--- src/rtl/legacy_io_claim_pkg.sv ---
package legacy_io_claim_pkg;
  localparam int IO_AW   = 16;
  localparam int CLK_W   = 3;
  localparam int N_WIN   = 3;

  typedef enum logic [1:0] {
    SPD_SUBTR = 2'b00,
    SPD_SLOW  = 2'b01,
    SPD_MED   = 2'b10,
    SPD_RSVD  = 2'b11
  } speed_e;

  // window table: index 0 primary, 1 secondary, 2 upper page
  localparam logic [IO_AW-1:0] WIN_BASE [N_WIN] = '{16'h01F0, 16'h0170, 16'h0480};
  localparam int               WIN_SPAN [N_WIN] = '{8, 8, 16};
  localparam bit               WIN_HAS_ALT [N_WIN] = '{1'b1, 1'b1, 1'b0};
  localparam logic [IO_AW-1:0] WIN_ALT  [N_WIN] = '{16'h03F6, 16'h0376, 16'h0000};

  localparam logic [CLK_W-1:0] SUBTR_CLK = CLK_W'(4);

  function automatic logic [CLK_W-1:0] legacy_clock(input logic [1:0] spd);
    case (spd)
      SPD_SUBTR: legacy_clock = CLK_W'(4);
      SPD_SLOW:  legacy_clock = CLK_W'(3);
      default:   legacy_clock = CLK_W'(2);
    endcase
  endfunction
endpackage

--- src/rtl/io_window_match.sv ---
module io_window_match #(
  parameter int                AW      = 16,
  parameter logic [AW-1:0]     BASE    = '0,
  parameter int                SPAN    = 8,
  parameter bit                HAS_ALT = 1'b0,
  parameter logic [AW-1:0]     ALT     = '0
) (
  input  logic [AW-1:0] addr,
  output logic          hit
);
  localparam logic [AW:0] LIMIT = {1'b0, BASE} + (AW+1)'(SPAN);

  logic in_span;
  logic alt_hit;

  always_comb begin
    in_span = ({1'b0, addr} >= {1'b0, BASE}) && ({1'b0, addr} < LIMIT);
  end

  generate
    if (HAS_ALT) begin : g_alt
      assign alt_hit = (addr == ALT);
    end else begin : g_noalt
      assign alt_hit = 1'b0;
    end
  endgenerate

  assign hit = in_span | alt_hit;
endmodule

--- src/rtl/claim_timer.sv ---
module claim_timer
  import legacy_io_claim_pkg::*;
(
  input  logic             clk,
  input  logic             rst_n,
  input  logic             start,
  input  logic             arm,
  input  logic [CLK_W-1:0] tgt,
  input  logic             legacy,
  input  logic             hold,
  input  logic             other_claim,
  output logic             claim,
  output logic             claim_hold
);
  logic             active_q;
  logic [CLK_W-1:0] cnt_q;
  logic [CLK_W-1:0] tgt_q;
  logic             leg_q;
  logic             hold_q;

  always_ff @(posedge clk) begin
    if (!rst_n) begin
      active_q <= 1'b0;
      cnt_q    <= '0;
      tgt_q    <= '0;
      leg_q    <= 1'b0;
      hold_q   <= 1'b0;
    end else if (start) begin
      active_q <= arm && !other_claim;
      cnt_q    <= CLK_W'(2);
      tgt_q    <= tgt;
      leg_q    <= legacy;
      hold_q   <= hold;
    end else if (active_q) begin
      if (other_claim || cnt_q == tgt_q) active_q <= 1'b0;
      cnt_q <= cnt_q + CLK_W'(1);
    end
  end

  assign claim      = active_q && (cnt_q == tgt_q);
  assign claim_hold = claim && leg_q && hold_q;

  assert_single_pulse_R11: assert property (@(posedge clk) disable iff (!rst_n)
    (claim && !start) |=> !claim);

  assert_cancel_sticks_R10: assert property (@(posedge clk) disable iff (!rst_n)
    (other_claim && !start) |=> !claim);
endmodule

--- src/rtl/legacy_io_claim.sv ---
module legacy_io_claim
  import legacy_io_claim_pkg::*;
(
  input  logic        clk,
  input  logic        rst_n,
  input  logic        addr_valid,
  input  logic        is_io,
  input  logic [15:0] addr,
  input  logic        other_claim,
  input  logic [1:0]  cfg_speed,
  input  logic        rej_pri,
  input  logic        rej_sec,
  input  logic        rej_hpg,
  input  logic        sub_off,
  input  logic        pol_hold,
  output logic [1:0]  speed_rb,
  output logic        claim,
  output logic        claim_hold
);
  logic [N_WIN-1:0] win_hit;
  logic [N_WIN-1:0] win_rej;
  logic             legacy_hit;
  logic             arm;
  logic [CLK_W-1:0] tgt;

  assign win_rej = {rej_hpg, rej_sec, rej_pri};

  genvar gi;
  generate
    for (gi = 0; gi < N_WIN; gi++) begin : g_win
      io_window_match #(
        .AW     (IO_AW),
        .BASE   (WIN_BASE[gi]),
        .SPAN   (WIN_SPAN[gi]),
        .HAS_ALT(WIN_HAS_ALT[gi]),
        .ALT    (WIN_ALT[gi])
      ) u_match (
        .addr(addr),
        .hit (win_hit[gi])
      );
    end
  endgenerate

  always_comb begin
    legacy_hit = is_io && |(win_hit & ~win_rej);
    arm        = is_io && (legacy_hit || !sub_off);
    tgt        = legacy_hit ? legacy_clock(cfg_speed) : SUBTR_CLK;
    speed_rb   = (cfg_speed == SPD_RSVD) ? SPD_MED : cfg_speed;
  end

  claim_timer u_timer (
    .clk        (clk),
    .rst_n      (rst_n),
    .start      (addr_valid),
    .arm        (arm),
    .tgt        (tgt),
    .legacy     (legacy_hit),
    .hold       (pol_hold),
    .other_claim(other_claim),
    .claim      (claim),
    .claim_hold (claim_hold)
  );

  assert_memory_ignored_R9: assert property (@(posedge clk) disable iff (!rst_n)
    (addr_valid && !is_io) |=> !claim);

  assert_suboff_quiet_R8: assert property (@(posedge clk) disable iff (!rst_n)
    (addr_valid && is_io && sub_off && (win_hit == '0)) |=> !claim);

  assert_medium_next_R1: assert property (@(posedge clk) disable iff (!rst_n)
    (addr_valid && is_io && win_hit[0] && !rej_pri && cfg_speed[1] && !other_claim) |=> claim);

  assert_subtr_not_early_R3: assert property (@(posedge clk) disable iff (!rst_n)
    (addr_valid && is_io && (win_hit == '0)) |=> !claim);

  assert_hold_with_claim_R12: assert property (@(posedge clk) disable iff (!rst_n)
    claim_hold |-> claim);
endmodule

--- config.mk ---
export PLATFORM = sky130hd
export DESIGN_NAME = legacy_io_claim
export DESIGN_NICKNAME = d
export VERILOG_FILES = /design/src/rtl/legacy_io_claim_pkg.sv /design/src/rtl/io_window_match.sv /design/src/rtl/claim_timer.sv /design/src/rtl/legacy_io_claim.sv
export SDC_FILE = /design/constraint.sdc
export NUM_CORES = 1
export LEC_CHECK = 0
export CAP_MARGIN = 10
export CORE_MARGIN = 8
export CORE_UTILIZATION = 42
export DETAILED_ROUTE_END_ITERATION = 10
export PLACE_DENSITY = 0.94
export SLEW_MARGIN = 20
export SYNTH_ARGS = -nofsm -noshare
export SYNTH_HDL_FRONTEND = slang
export SYNTH_HIERARCHICAL = 1
export SYNTH_SLANG_ARGS = --single-unit
--- constraint.sdc ---
create_clock -name clk -period 3.1 [get_ports clk]
set_clock_uncertainty 0.15 [all_clocks]
set_input_delay 0.62 -clock clk [delete_from_list [all_inputs] [get_ports clk]]
set_output_delay 0.62 -clock clk [all_outputs]
set_load 0.01 [all_outputs]
==> results_dict.tcl, run 1 <==
set metrics [dict create \
    grt_usage_pct 12.1 \
    post_cts_buffers 0 \
    num_vias 634 \
    first_global_vias 700 \
    maxCapViolCount 0 \
    yosys-top-cells-area "dfxtp_1 27%, mux2i_1 9.1%, nand2b_4 6.3%" \
    initial_core_util_pct 44.1 \
    ys_seq_area_share_pct 27.4 \
    cp.required_ps 3100 \
    std_cell_rows 14 \
    r2r_slack_ps 1870 \
    antenna_cells 0 \
    cp.arrival_ps 2620 \
    maxSlewHeadroom_pct 72.6 \
    cp-start-kind "input port" \
    worstHoldPathType "reg -> reg" \
    ant_nets 0 \
    outcome "finished, final reports clean" \
    avgViaCountPerCell 5.47 \
    cts_buffers 3 \
    synthCells 67 \
    drt-initial-drc-count 3 \
    postSynthNetCount 96 \
    dieArea_um2 3090 \
    globalRouteOverflowTotal 0 \
    synth_seq_cells 9 \
    synth_edf_count 0 \
    synthArstFlopShare_pct 0 \
    cp-end-kind "flop" \
    die_w_um 55.5 \
    leakage_nw 0.372 \
    slew_viol_final 0 \
    yosys-top-cells-count "9 x dfxtp_1, 6 x mux2i_1, 6 x nor2b_1, 4 x xor2_1" \
    synth.distinct_cells 31 \
    drive_gt1_share_pct 12.0 \
    clk_pin_slew_ps 70 \
    yosys_warnings 6 \
    setup_tns_ps 0 \
    min_period_ps 2620 \
    syn_area_per_cell_um2 9.80 \
    clock-sinks 9 \
    clock_latency_ps 270 \
    holdPathEnd "u_timer/hold_q" \
    vdd_drop_max_uv 235 \
    cp_max_fo 5 \
    timing.rr.start "u_timer/cnt_q[1]" \
    drt_pre_antenna_iters 2 \
    routedWlPerCell_um 16.1 \
    power.density_nw_per_um2 283 \
    synthToLayoutAreaGrowth_pct 52.2 \
    hp-start "u_timer/hold_q" \
    io_pins 32 \
    layout.nets 130 \
    final-hold-violation-count 0 \
    cts_buffer_depth 2 \
    synth_top_area_share_pct 27.4 \
    rsz0062_at_grt "false" \
    yosysTopAreaCell "dfxtp_1" \
    cts_tree "done" \
    coreArea_um2 1490 \
    antenna_found_initial 0 \
    synth_area_um2 657 \
    fmax_mhz 381 \
    r2r_cells 3 \
    finalSetupViolCount 0 \
    ys.flop_type "dfxtp_1" \
    tightestPinTransition_ps 410 \
    drc_errors 0 \
    htree_levels 1 \
    routed_wl_um 1870 \
    cts_hold_buf 0 \
    grt_pass1_wl_um 3160 \
    fin_crit_sh_pct 84.6 \
    numPortBuffers 31 \
    fin_total_pwr_mw 0.283 \
    r2r-end "u_timer/active_q" \
    root_buffer "clkbuf_4" \
    hold_depth 2 \
    detailed_place_hpwl_um 1560 \
    die_y_um 55.5 \
    fillers 110 \
    place_congestion 0.791 \
    ctsResizeCount 0 \
    grt_max_degree 9 \
    critical_path_class "in -> reg" \
    synth.most_common_cell "dfxtp_1" \
]
==> registers in the layout (all words and copies together), names as in the netlist <==
signal and cells:
u_timer/leg_q 1, u_timer/cnt_q 3, u_timer/active_q 1, u_timer/hold_q 1, u_timer/tgt_q 3
==> report_power, final <==
| part | internal (mW) | switching, mW |
|---|---|---|
| Combinational | 0.0460 | 0.0226 |
| Clock | 0.0477 | 0.0453 |
| Sequential | 0.119 | 0.00273 |
==> final cells by class <==
cell class                      count  area, µm²  area share, %
Multi-Input combinational cell     54        454           45.4
Timing Repair Buffer               31        310           31.0
Sequential cell                     9        180           18.0
Clock buffer                        3       22.5           2.25
Tap cell                           16       20.0           2.00
Inverter                            2       7.51          0.751
Clock inverter                      1       5.00          0.501
==> metrics by stage <==
step,cells,utilization (%),hold WS [ps],setup slack [ps],area [µm²]
detailed placement,112,65.3,359,230,972
floorplan,67,-,324,759,657
global placement,112,65.3,344,289,972
CTS,116,67.1,382,498,1000
global route,116,67.1,411,385,1000
finish,116,67.1,380,477,1000
==> how the worst max path moves through the flow <==
stage,start,endpoint,slack (ps),cells past startpoint
after detailed placement,addr[13],u_timer/tgt_q[2],230,7
after floorplan,addr[3],u_timer/tgt_q[2],760,6
final,addr[13],u_timer/tgt_q[2],480,7
after global routing,addr[13],u_timer/tgt_q[2],390,7
after CTS,addr[13],u_timer/tgt_q[2],500,7
after global placement,addr[13],u_timer/tgt_q[2],290,7
==> cell families (layout without fill, tap and decap cells) <==
family	after synthesis	after routing	synth area share [%]
compound gates	11	11	15.2
mux	6	6	9.14
buf+inv	4	37	3.43
fa+ha+maj	1	1	1.90
simple gates	31	31	36.2
xor+xnor	5	5	6.67
flops	9	9	27.4
==> worst max-delay path, cell delays in order <==
cell	delay, ps
clkdlybuf4s50_1	440
or4b_1	530
a2111oi_2	460
nand2b_4	120
a31o_1	240
mux2i_1	150
nor2b_1	70
==> placed cells by master, fill, tap and decap left out, drive strengths merged, types with 2 or more instances in the layout <==
cell type and count:
nor4 2, inv 2, a31oi 3, a2111oi 2, or4b 3, nor2b 6
clkdlybuf4s50 31, nand2b 3, xor2 4, mux2i 6, nor2 2, nand2 3
nand3b 3, dfxtp 9, clkbuf 3, nand4b 2
==> metal layers <==
metal | vias up | track usage [%] | routed length (µm)
met2 | 14 | 21.2 | 993
met1 | 294 | 13.0 | 760
met4 | 0 | 4.23 | 24
li1 | 321 | - | -
met3 | 5 | 4.11 | 89
met5 | - | 0 | 0
(Power assumes the default switching activity.)
==> inputs of run 2 (changes only) <==
- CORE_UTILIZATION: 42 -> 39
- PLACE_DENSITY: 0.94 -> 0.89
- clock period: 3.1 -> 2.48 ns (I/O delays scaled with it)
==> run 2 against run 1 <==
  * Global-route usage down 1.1 points
  * Sequential cell count unchanged
  * Combinational power up 29%
  * Non-clock buffer count up 2
  * Setup slack worse by 400 ps
  * Cell area up 2.8%
  * Critical path depth unchanged
  * Sequential power up 26%
  * Register-to-register slack worse by 550 ps
  * Largest power group unchanged
==> results_dict.tcl, run 2 (synthesis results as in run 1) <==
set metrics [dict create \
    outcome "finished, final reports clean" \
    cp.required_ps 2480 \
    routedWlPerCell_um 14.5 \
    power.density_nw_per_um2 340 \
    drc_errors 0 \
    cts_hold_buf 0 \
    post_cts_buffers 0 \
    wl_met3_um 85 \
    synthToLayoutAreaGrowth_pct 56.4 \
    antenna_found_initial 0 \
    cp-end-kind "flop" \
    mostFrequentLayoutCell "clkdlybuf4s50_1" \
    numPortBuffers 31 \
    final-hold-violation-count 0 \
    fmax_mhz 416 \
    first_global_vias 666 \
    cp-start-kind "input port" \
    place_ws_ps -245 \
    drt_pre_antenna_iters 4 \
    io_pins 32 \
    mostFrequentLayoutCells "31 x clkdlybuf4s50_1, 9 x dfxtp_1, 6 x nor2b_1, 6 x mux2i_1, 4 x xor2_1" \
    htree_levels 1 \
    cp_max_fo 5 \
    antenna_cells 0 \
    worstHoldPathType "reg -> reg" \
    maxCapViolCount 0 \
    clock-sinks 9 \
    setup_slack_ps 73.5 \
    min_period_ps 2410 \
    clk_pin_slew_ps 60 \
    ant_nets 0 \
    grt_pass1_wl_um 2900 \
    num_vias 648 \
    dieArea_um2 3250 \
    std_cell_rows 15 \
    wl_met1_um 626 \
    vdd_drop_max_uv 261 \
    die_w_um 57.0 \
    root_buffer "clkbuf_4" \
    routed_wl_um 1730 \
    crit_chain "clkdlybuf4s50_1 -> or4b_1 -> a2111oi_4 -> nand2b_4 -> a31o_1 -> mux2i_1 -> nor2b_1" \
    grt_max_degree 9 \
    finalSetupViolCount 0 \
    die_y_um 57.0 \
    drt-initial-drc-count 14 \
    place_congestion 0.741 \
    critical_path_class "in -> reg" \
    dr.max_layer_used "met4" \
    post-place-cells 115 \
    avgViaCountPerCell 5.45 \
    slew_viol_final 0 \
    fin_cells 119 \
    clock_latency_ps 260 \
    globalRouteOverflowTotal 0 \
    ctsResizeCount 0 \
    grt_usage_pct 11.0 \
    maxSlewHeadroom_pct 73.3 \
    largestRegisters "u_timer/cnt_q x3, u_timer/tgt_q x3" \
    fin_crit_sh_pct 97.0 \
    cts_buffer_depth 2 \
    crit_path_top_delay_cell "or4b_1" \
    drive_gt1_share_pct 12.7 \
    coreArea_um2 1650 \
    cts_tree "done" \
    dr_wl_met2_um 973 \
    leakage_nw 0.379 \
    rsz0062_at_grt "false" \
    initial_core_util_pct 39.8 \
    tightestPinTransition_ps 400 \
    layout.nets 132 \
    cts_buffers 3 \
    timing.critical_path.slowest_cell_delay_ps 570 \
    cp.arrival_ps 2410 \
]
[run 2: power breakdown]
| part | switching (mW) | internal [mW] |
|---|---|---|
| registers | 0.00306 | 0.148 |
| logic | 0.0292 | 0.0595 |
| clock network | 0.0472 | 0.0617 |
| total | 0.0794 | 0.270 |
[run 2: cell type report]
cell class	count	area, µm²
Inverter	2	7.51
Tap cell	17	21.3
Multi-Input combinational cell	54	467
Clock buffer	4	26.3
Fill cell	144	624
Timing Repair Buffer	33	325
Sequential cell	9	180
[run 2: worst paths after layout]
path / endpoint / from / cells after the start / slack [ps]
min reg2reg: u_timer/cnt_q[2] / u_timer/cnt_q[2] / 2 / 390
max reg2reg: u_timer/active_q / u_timer/tgt_q[2] / 3 / 1320
max: u_timer/tgt_q[2] / addr[13] / 7 / 70
min: u_timer/cnt_q[2] / u_timer/cnt_q[2] / 2 / 390
[run 2: stage by stage]
step / power [mW] / setup TNS, ps / area, µm² / hold WS [ps] / utilization, %
finish: 0.349 / 0 / 1030 / 390 / 62.2
global route: 0.376 / 0 / 1030 / 399 / 62.2
CTS: 0.354 / 0 / 1010 / 393 / 61.4
detailed placement: 0.242 / -971 / 988 / 377 / 59.8
global placement: 0.239 / -816 / 988 / 342 / 59.8
floorplan: 0.184 / 0 / 657 / 324 / -
[run 2: worst max-delay path: cells and delay by family]
kind,cells,cell delay (ps)
AND/OR/NAND/NOR,3,740
AO/OA/AOI/OAI,2,620
buffers and inverters,1,430
multiplexers,1,130
[run 2: per-layer routing]
layer  vias to the layer above  track usage (%)
met3                         5             3.77
met1                       305             9.94
met4                         0             6.38
li1                        324                -
met5                         -                0
met2                        14             20.3
==> inputs of run 3 (changes only) <==
- CTS_CLUSTER_SIZE: unset -> 12
==> results of run 3 <==
The final DEF is identical to that of run 2; final timing and power are the same.
